`config.mk`:
```
export PLATFORM = sky130hd
export DESIGN_NAME = pin_debounce_filter
export DESIGN_NICKNAME = d
export VERILOG_FILES = /design/src/rtl/pdf_pkg.sv /design/src/rtl/pdf_sync.sv /design/src/rtl/pdf_hold_timer.sv /design/src/rtl/pin_debounce_filter.sv
export SDC_FILE = /design/constraint.sdc
export NUM_CORES = 1
export LEC_CHECK = 0
export BUFFER_PORTS_ARGS = -buffer_cell sky130_fd_sc_hd__buf_4
export CORE_MARGIN = 2
export CORE_UTILIZATION = 25
export CTS_BUF_LIST = sky130_fd_sc_hd__clkbuf_4
export CTS_CLUSTER_DIAMETER = 100
export CTS_CLUSTER_SIZE = 28
export DETAILED_ROUTE_END_ITERATION = 8
export GPL_ROUTABILITY_DRIVEN = 1
export SETUP_SLACK_MARGIN = 0.1
export SYNTH_ARGS = -nofsm -noshare
export SYNTH_HDL_FRONTEND = slang
export SYNTH_SLANG_ARGS = --single-unit
```
`constraint.sdc`:
```
create_clock -name clk -period 3.1 [get_ports clk]
set_clock_uncertainty 0.1 [all_clocks]
set_input_delay 0.155 -clock clk [delete_from_list [all_inputs] [get_ports clk]]
set_output_delay 0.155 -clock clk [all_outputs]
set_load 0.02 [all_outputs]
```
`src/rtl/pdf_pkg.sv`:
```
`timescale 1ns/1ps
// Shared constants for the per-pin debounce filter.
// Assumes the hold period is always a power of two of the tick period.
package pdf_pkg;
    localparam int unsigned PDF_EXP_W       = 3;
    localparam int unsigned PDF_SYNC_STAGES = 2;

    // Counter width needed to hold the largest "last tick" index, 2^(2^EXP_W-1)-1.
    function automatic int unsigned pdf_cnt_width(input int unsigned exp_w);
        return (1 << exp_w) - 1;
    endfunction
endpackage

```
`src/rtl/pdf_sync.sv`:
```
`timescale 1ns/1ps
// Multi-flop synchronizer for one asynchronous bit.
// Assumes d is a slow level; the flops carry no reset so the chain keeps
// sampling while the block is held in reset.
module pdf_sync #(
    parameter int unsigned STAGES = 2
) (
    input  logic clk,
    input  logic d,
    output logic q
);
    logic [STAGES-1:0] chain_q;

    generate
        if (STAGES == 1) begin : g_single
            // Single-stage variant: one sampling flop.
            always_ff @(posedge clk) chain_q <= d;
        end else begin : g_chain
            // Shift the raw level through the chain.
            always_ff @(posedge clk) chain_q <= {chain_q[STAGES-2:0], d};
        end
    endgenerate

    assign q = chain_q[STAGES-1];
endmodule

```
`src/rtl/pdf_hold_timer.sv`:
```
`timescale 1ns/1ps
// Tick counter that decides when a held level has lasted 2^exp_sel ticks.
// Assumes tick is a one-cycle pulse; run must stay high during a hold attempt,
// and restart clears any partial count.
module pdf_hold_timer #(
    parameter int unsigned EXP_W = pdf_pkg::PDF_EXP_W,
    parameter int unsigned CNT_W = pdf_pkg::pdf_cnt_width(EXP_W)
) (
    input  logic             clk,
    input  logic             rst_n,
    input  logic             tick,
    input  logic             run,
    input  logic             restart,
    input  logic [EXP_W-1:0] exp_sel,
    output logic             expire,
    output logic [CNT_W-1:0] count
);
    logic [CNT_W:0]   span;
    logic [CNT_W:0]   span_m1;
    logic [CNT_W-1:0] last_idx;
    logic [CNT_W-1:0] count_q;

    // Index of the final tick of the period, 2^exp_sel - 1.
    always_comb begin
        span     = {{CNT_W{1'b0}}, 1'b1} << exp_sel;
        span_m1  = span - 1'b1;
        last_idx = span_m1[CNT_W-1:0];
    end

    // Period completes on the last tick of an uninterrupted attempt.
    assign expire = run && tick && !restart && (count_q == last_idx);

    // Count ticks during an attempt; clear when idle, restarted or done.
    always_ff @(posedge clk) begin
        if (!rst_n || !run || restart) begin
            count_q <= '0;
        end else if (tick) begin
            count_q <= expire ? '0 : count_q + 1'b1;
        end
    end

    assign count = count_q;
endmodule

```
`src/rtl/pin_debounce_filter.sv`:
```
`timescale 1ns/1ps
// Debounce filter for one GPIO input, paced by a shared millisecond tick.
// Assumes tick_ms is a one-clock pulse; dbnc_exp selects a 2^N tick hold.
// With dbnc_en low the synchronized level passes through one register.
module pin_debounce_filter #(
    parameter int unsigned EXP_W       = pdf_pkg::PDF_EXP_W,
    parameter int unsigned SYNC_STAGES = pdf_pkg::PDF_SYNC_STAGES
) (
    input  logic             clk,
    input  logic             rst_n,
    input  logic             tick_ms,
    input  logic             raw_in,
    input  logic             dbnc_en,
    input  logic [EXP_W-1:0] dbnc_exp,
    output logic             filt_out
);
    localparam int unsigned CNT_W = pdf_pkg::pdf_cnt_width(EXP_W);

    logic             sync_q;
    logic             sync_prev_q;
    logic [EXP_W-1:0] exp_q;
    logic             filt_q;
    logic             level_moved;
    logic             rate_moved;
    logic             attempt;
    logic             restart;
    logic             expire;
    logic [CNT_W-1:0] hold_cnt;

    pdf_sync #(.STAGES(SYNC_STAGES)) u_sync (
        .clk (clk),
        .d   (raw_in),
        .q   (sync_q)
    );

    // Remember last synchronized level and exponent to spot changes.
    always_ff @(posedge clk) begin
        sync_prev_q <= sync_q;
        exp_q       <= dbnc_exp;
    end

    // An attempt runs while filtering and input differs from output.
    always_comb begin
        level_moved = (sync_q != sync_prev_q);
        rate_moved  = (dbnc_exp != exp_q);
        restart     = level_moved || rate_moved;
        attempt     = dbnc_en && (sync_q != filt_q);
    end

    pdf_hold_timer #(.EXP_W(EXP_W), .CNT_W(CNT_W)) u_timer (
        .clk     (clk),
        .rst_n   (rst_n),
        .tick    (tick_ms),
        .run     (attempt),
        .restart (restart),
        .exp_sel (dbnc_exp),
        .expire  (expire),
        .count   (hold_cnt)
    );

    // Output register: track input in reset or bypass, else on expiry.
    always_ff @(posedge clk) begin
        if (!rst_n || !dbnc_en || expire) begin
            filt_q <= sync_q;
        end
    end

    assign filt_out = filt_q;
endmodule

```
==> results.sh <==
export IMPL_vias_per_cell=4.713
export IMPL_rows=20
export IMPL_endpoint_kind="register"
export IMPL_final_max_slew_viol_count=0
export IMPL_ir_worst_vdd_mv=0.1618
export IMPL_yosysSeqAreaShare_pct=37.72
export IMPL_post_cts_setup_buffers=0
export IMPL_io_buffers=8
export IMPL_max_slew_worst_pin_slew_ps=403.7
export IMPL_grt_pass1_vias=563
export IMPL_rr_worst_depth=5
export IMPL_syn_area_per_cell_sq_um=9.271
export IMPL_finalCritPeriodShare_pct=91.06
export IMPL_p_per_area_nw_per_um2=367.4
export IMPL_worstHoldEndpoint="u_timer.count[0]$_SDFFE_PP0P_"
export IMPL_synth_area_sq_um=769.5
export IMPL_dieArea_sq_um=3538
export IMPL_route_detailed_drc=0
export IMPL_reg2reg_from="u_timer.count[2]$_SDFFE_PP0P_"
export IMPL_grt_overflow=0
export IMPL_drtAntennaViolNets=0
export IMPL_design_area_sq_um=929.6
export IMPL_post_route_min_period_ps=2823
export IMPL_final_layout_size_suffix_gt1_share_pct=15.63
export IMPL_num_vias=608
export IMPL_syn_inst=83
export IMPL_yosys_area_share_simple_pct=21.95
export IMPL_grtUsageTotal_pct=9.517
export IMPL_path_max_fanout=11
export IMPL_synth_seq_cells=14
export IMPL_outcome="finished clean"
export IMPL_muxShareOfSynthArea_pct=1.951
export IMPL_n_antenna_cell=0
export IMPL_crit_buf_inv=2
export IMPL_path_cells="dlygate4sd3_1 > buf_4 > or3_1 > ha_1 > xnor2_2 > mux2_4 > a2111o_1 > nor3_1 > nand3b_1"
export IMPL_crit_type="input port to register"
export IMPL_required_ps=2990
export IMPL_finalHoldViolCount=0
export IMPL_io_pin_count=9
export IMPL_cpPeakStageDelay_ps=540
export IMPL_p_leak_nw=0.3397
export IMPL_synth_top_family_by_area="simple AND/OR/NAND/NOR gates"
export IMPL_synth_compound_area_share_pct=16.42
export IMPL_path_clk_slew_ps=80
export IMPL_fmax_mhz=354.3
export IMPL_critical_path_top_delay_family="buffers and inverters"
export IMPL_drt_initial_drc_count=16
export IMPL_dp_hpwl_um=1066
export IMPL_grt_pass1_wl_um=2504
export IMPL_cts_num_sinks=14
export IMPL_grt_max_degree=15
export IMPL_arrival_ps=2710
export IMPL_antenna_found_initial=0
export IMPL_wl_um=1453
export IMPL_r2r_end="filt_out$_DFFE_PP_"
export IMPL_die_x_um=59.48
export IMPL_setup_tns_ps=0
export IMPL_dpl_cell_area_sq_um=855.8
export IMPL_rsz0062_at_grt="false"
export IMPL_cts_buffer_depth=2
export IMPL_wl_per_cell_um=11.26
export IMPL_cts_tree="yes"
export IMPL_slew_headroom_pct=72.88
export IMPL_insertion_delay_ps=270
export IMPL_ys_warn_count=0
export IMPL_syn_num_nets=93
export IMPL_critical_path_slowest_cell="dlygate4sd3_1"
export IMPL_final_seq_area_sq_um=290.3
export IMPL_htreeDepth=1
export IMPL_setup_violations_final=0
export IMPL_hold_path_depth=3
export IMPL_synthAdderAreaFrac_pct=3.252
export IMPL_final_nets=107
export IMPL_fp_coreArea_sq_um=2978
export IMPL_worst_r2r_setup_slack_ps=1100
export IMPL_synth_cell_types=34
export IMPL_die_y_um=59.48
export IMPL_cts_root_buf="clkbuf_4"
export IMPL_numCtsBuffers=3
export IMPL_multiInputGateArea_sq_um=456.7
export IMPL_gp_congestion=0.7577
export IMPL_start_util_pct=25.84
export IMPL_syn_to_final_growth_pct=20.81
export IMPL_min_path_type="input port to register"
export IMPL_min_from="tick_ms"
export IMPL_fill_cells=303
export IMPL_crit_path_start_kind="input port"
export IMPL_synth_xor_area_share_pct=14.80
export IMPL_maxCapViolations=0
export IMPL_drt_pass1_iter_count=4
layout by cell type, fill, tap and decap left out:
cell type / count
edfxtp_1: 1
o2111ai_1: 1
o211ai_1: 1
clkinv_1: 1
a2111o_1: 1
o311ai_1: 1
or4_1: 1
a2bb2oi_1: 2
nand4_1: 2
dfxtp_1: 13
buf_4: 8
nand2_1: 7
o211a_1: 1
or3_1: 1
clkbuf_4: 3
a21oi_1: 2
inv_1: 4
nor2_1: 9
nor2b_1: 1
o21ai_0: 1
nand2b_1: 2
nor3b_1: 1
nand3b_1: 1
a21boi_1: 1
nor4_1: 1
nand4bb_1: 1
and3_1: 2
o31ai_4: 1
dlygate4sd3_1: 4
and3b_1: 1
mux2_4: 1
xnor2_2: 1
xor2_1: 4
nor3_1: 2
ha_1: 2
o221a_2: 1
xnor2_1: 8
o31ai_1: 1
through the flow:
step                power (mW)  cells  setup WS, ps  hold WS [ps]  utilization [%]
finish                  0.3415    129         277.2         88.40            31.22
global route            0.3613    129         121.7         86.25            31.22
CTS                     0.3446    129         239.3         87.12            30.97
detailed placement      0.2386    121         495.3         161.5            28.74
global placement        0.2378    121         527.8         160.3            28.74
floorplan               0.2238     83         592.7         82.72                -
worst min-delay path, cell delays in order:
cell and delay [ps]:
buf_4 120, xnor2_1 80, nor2_1 70
per-layer routing:
layer | track usage [%] | wire (um)
met3 | 2.620 | 20
met4 | 4.870 | 24
met1 | 11.98 | 716
met5 | 0 | 0
met2 | 14.76 | 692
what timing repair did:
item,CTS,global route
hold buffers,4,0
endpoints found under the hold margin,4,0
gates resized for setup,0,1
setup endpoints to repair,0,3
worst max path at each step:
stage                                    end   startpoint  cells after the start
after CTS                 filt_out$_DFFE_PP_  dbnc_exp[1]                      9
after floorplan           filt_out$_DFFE_PP_  dbnc_exp[0]                      8
after global routing      filt_out$_DFFE_PP_  dbnc_exp[0]                      9
after detailed placement  filt_out$_DFFE_PP_  dbnc_exp[0]                      8
after global placement    filt_out$_DFFE_PP_  dbnc_exp[0]                      8
final                     filt_out$_DFFE_PP_  dbnc_exp[0]                      9
Yosys cell counts:
cell type / n / share of area (%)
inv_1: 4 / 2.0
a21oi_1: 2 / 1.3
o21ai_0: 1 / 0.65
or3_1: 1 / 0.81
or4_1: 1 / 0.98
nor2_1: 9 / 4.4
nand4bb_1: 1 / 1.5
buf_2: 3 / 2.0
nand4_1: 2 / 1.6
dfxtp_1: 13 / 34
ha_1: 2 / 3.3
and3b_1: 1 / 1.1
o31ai_1: 1 / 0.98
a21boi_1: 1 / 0.98
xor2_1: 4 / 4.6
o31ai_4: 1 / 2.8
a2bb2oi_1: 2 / 2.3
nor3_1: 2 / 1.3
o311ai_1: 1 / 1.1
nand2_1: 7 / 3.4
nand3b_1: 1 / 0.98
o221a_2: 1 / 1.5
nand2b_1: 2 / 1.6
xnor2_1: 9 / 10
edfxtp_1: 1 / 3.9
and3_1: 2 / 1.6
o2111ai_1: 1 / 1.1
o211a_1: 1 / 1.3
o211ai_1: 1 / 0.98
mux2_4: 1 / 2.0
a2111o_1: 1 / 1.5
nor2b_1: 1 / 0.81
nor4_1: 1 / 0.81
nor3b_1: 1 / 0.98
area by class of cell:
class | instances | share of cell area [%]
inverters | 4 | 1.615
flip-flops and latches | 14 | 31.22
multi-input cells | 62 | 49.13
clock buffers | 3 | 2.423
clock inverters | 1 | 0.4038
repair buffers | 12 | 10.77
well taps | 33 | 4.441
kinds of logic (layout without fill, tap and decap cells):
family                     Yosys count  count (layout)
and+or+nand+nor                     32              32
AOI/OAI and AO/OA                   14              14
DFF                                 14              14
xor gates and xnor gates            13              13
buffers and inverters                7              20
adders and majority gates            2               2
muxes                                1               1
sequential cells by signal, indices dropped and copies added, names as in the netlist:
name / count
exp_q: 3
filt_out: 1
u_sync.chain_q: 2
u_timer.count: 7
sync_prev_q: 1
power breakdown:
group	leakage, nW	internal (mW)	switching, mW
combinational	0.207	0.0257	0.0238
sequential	0.117	0.187	0.00251
clock	0.0154	0.0465	0.0558
total	0.340	0.259	0.0821
Power figures use the tool's default switching activity.
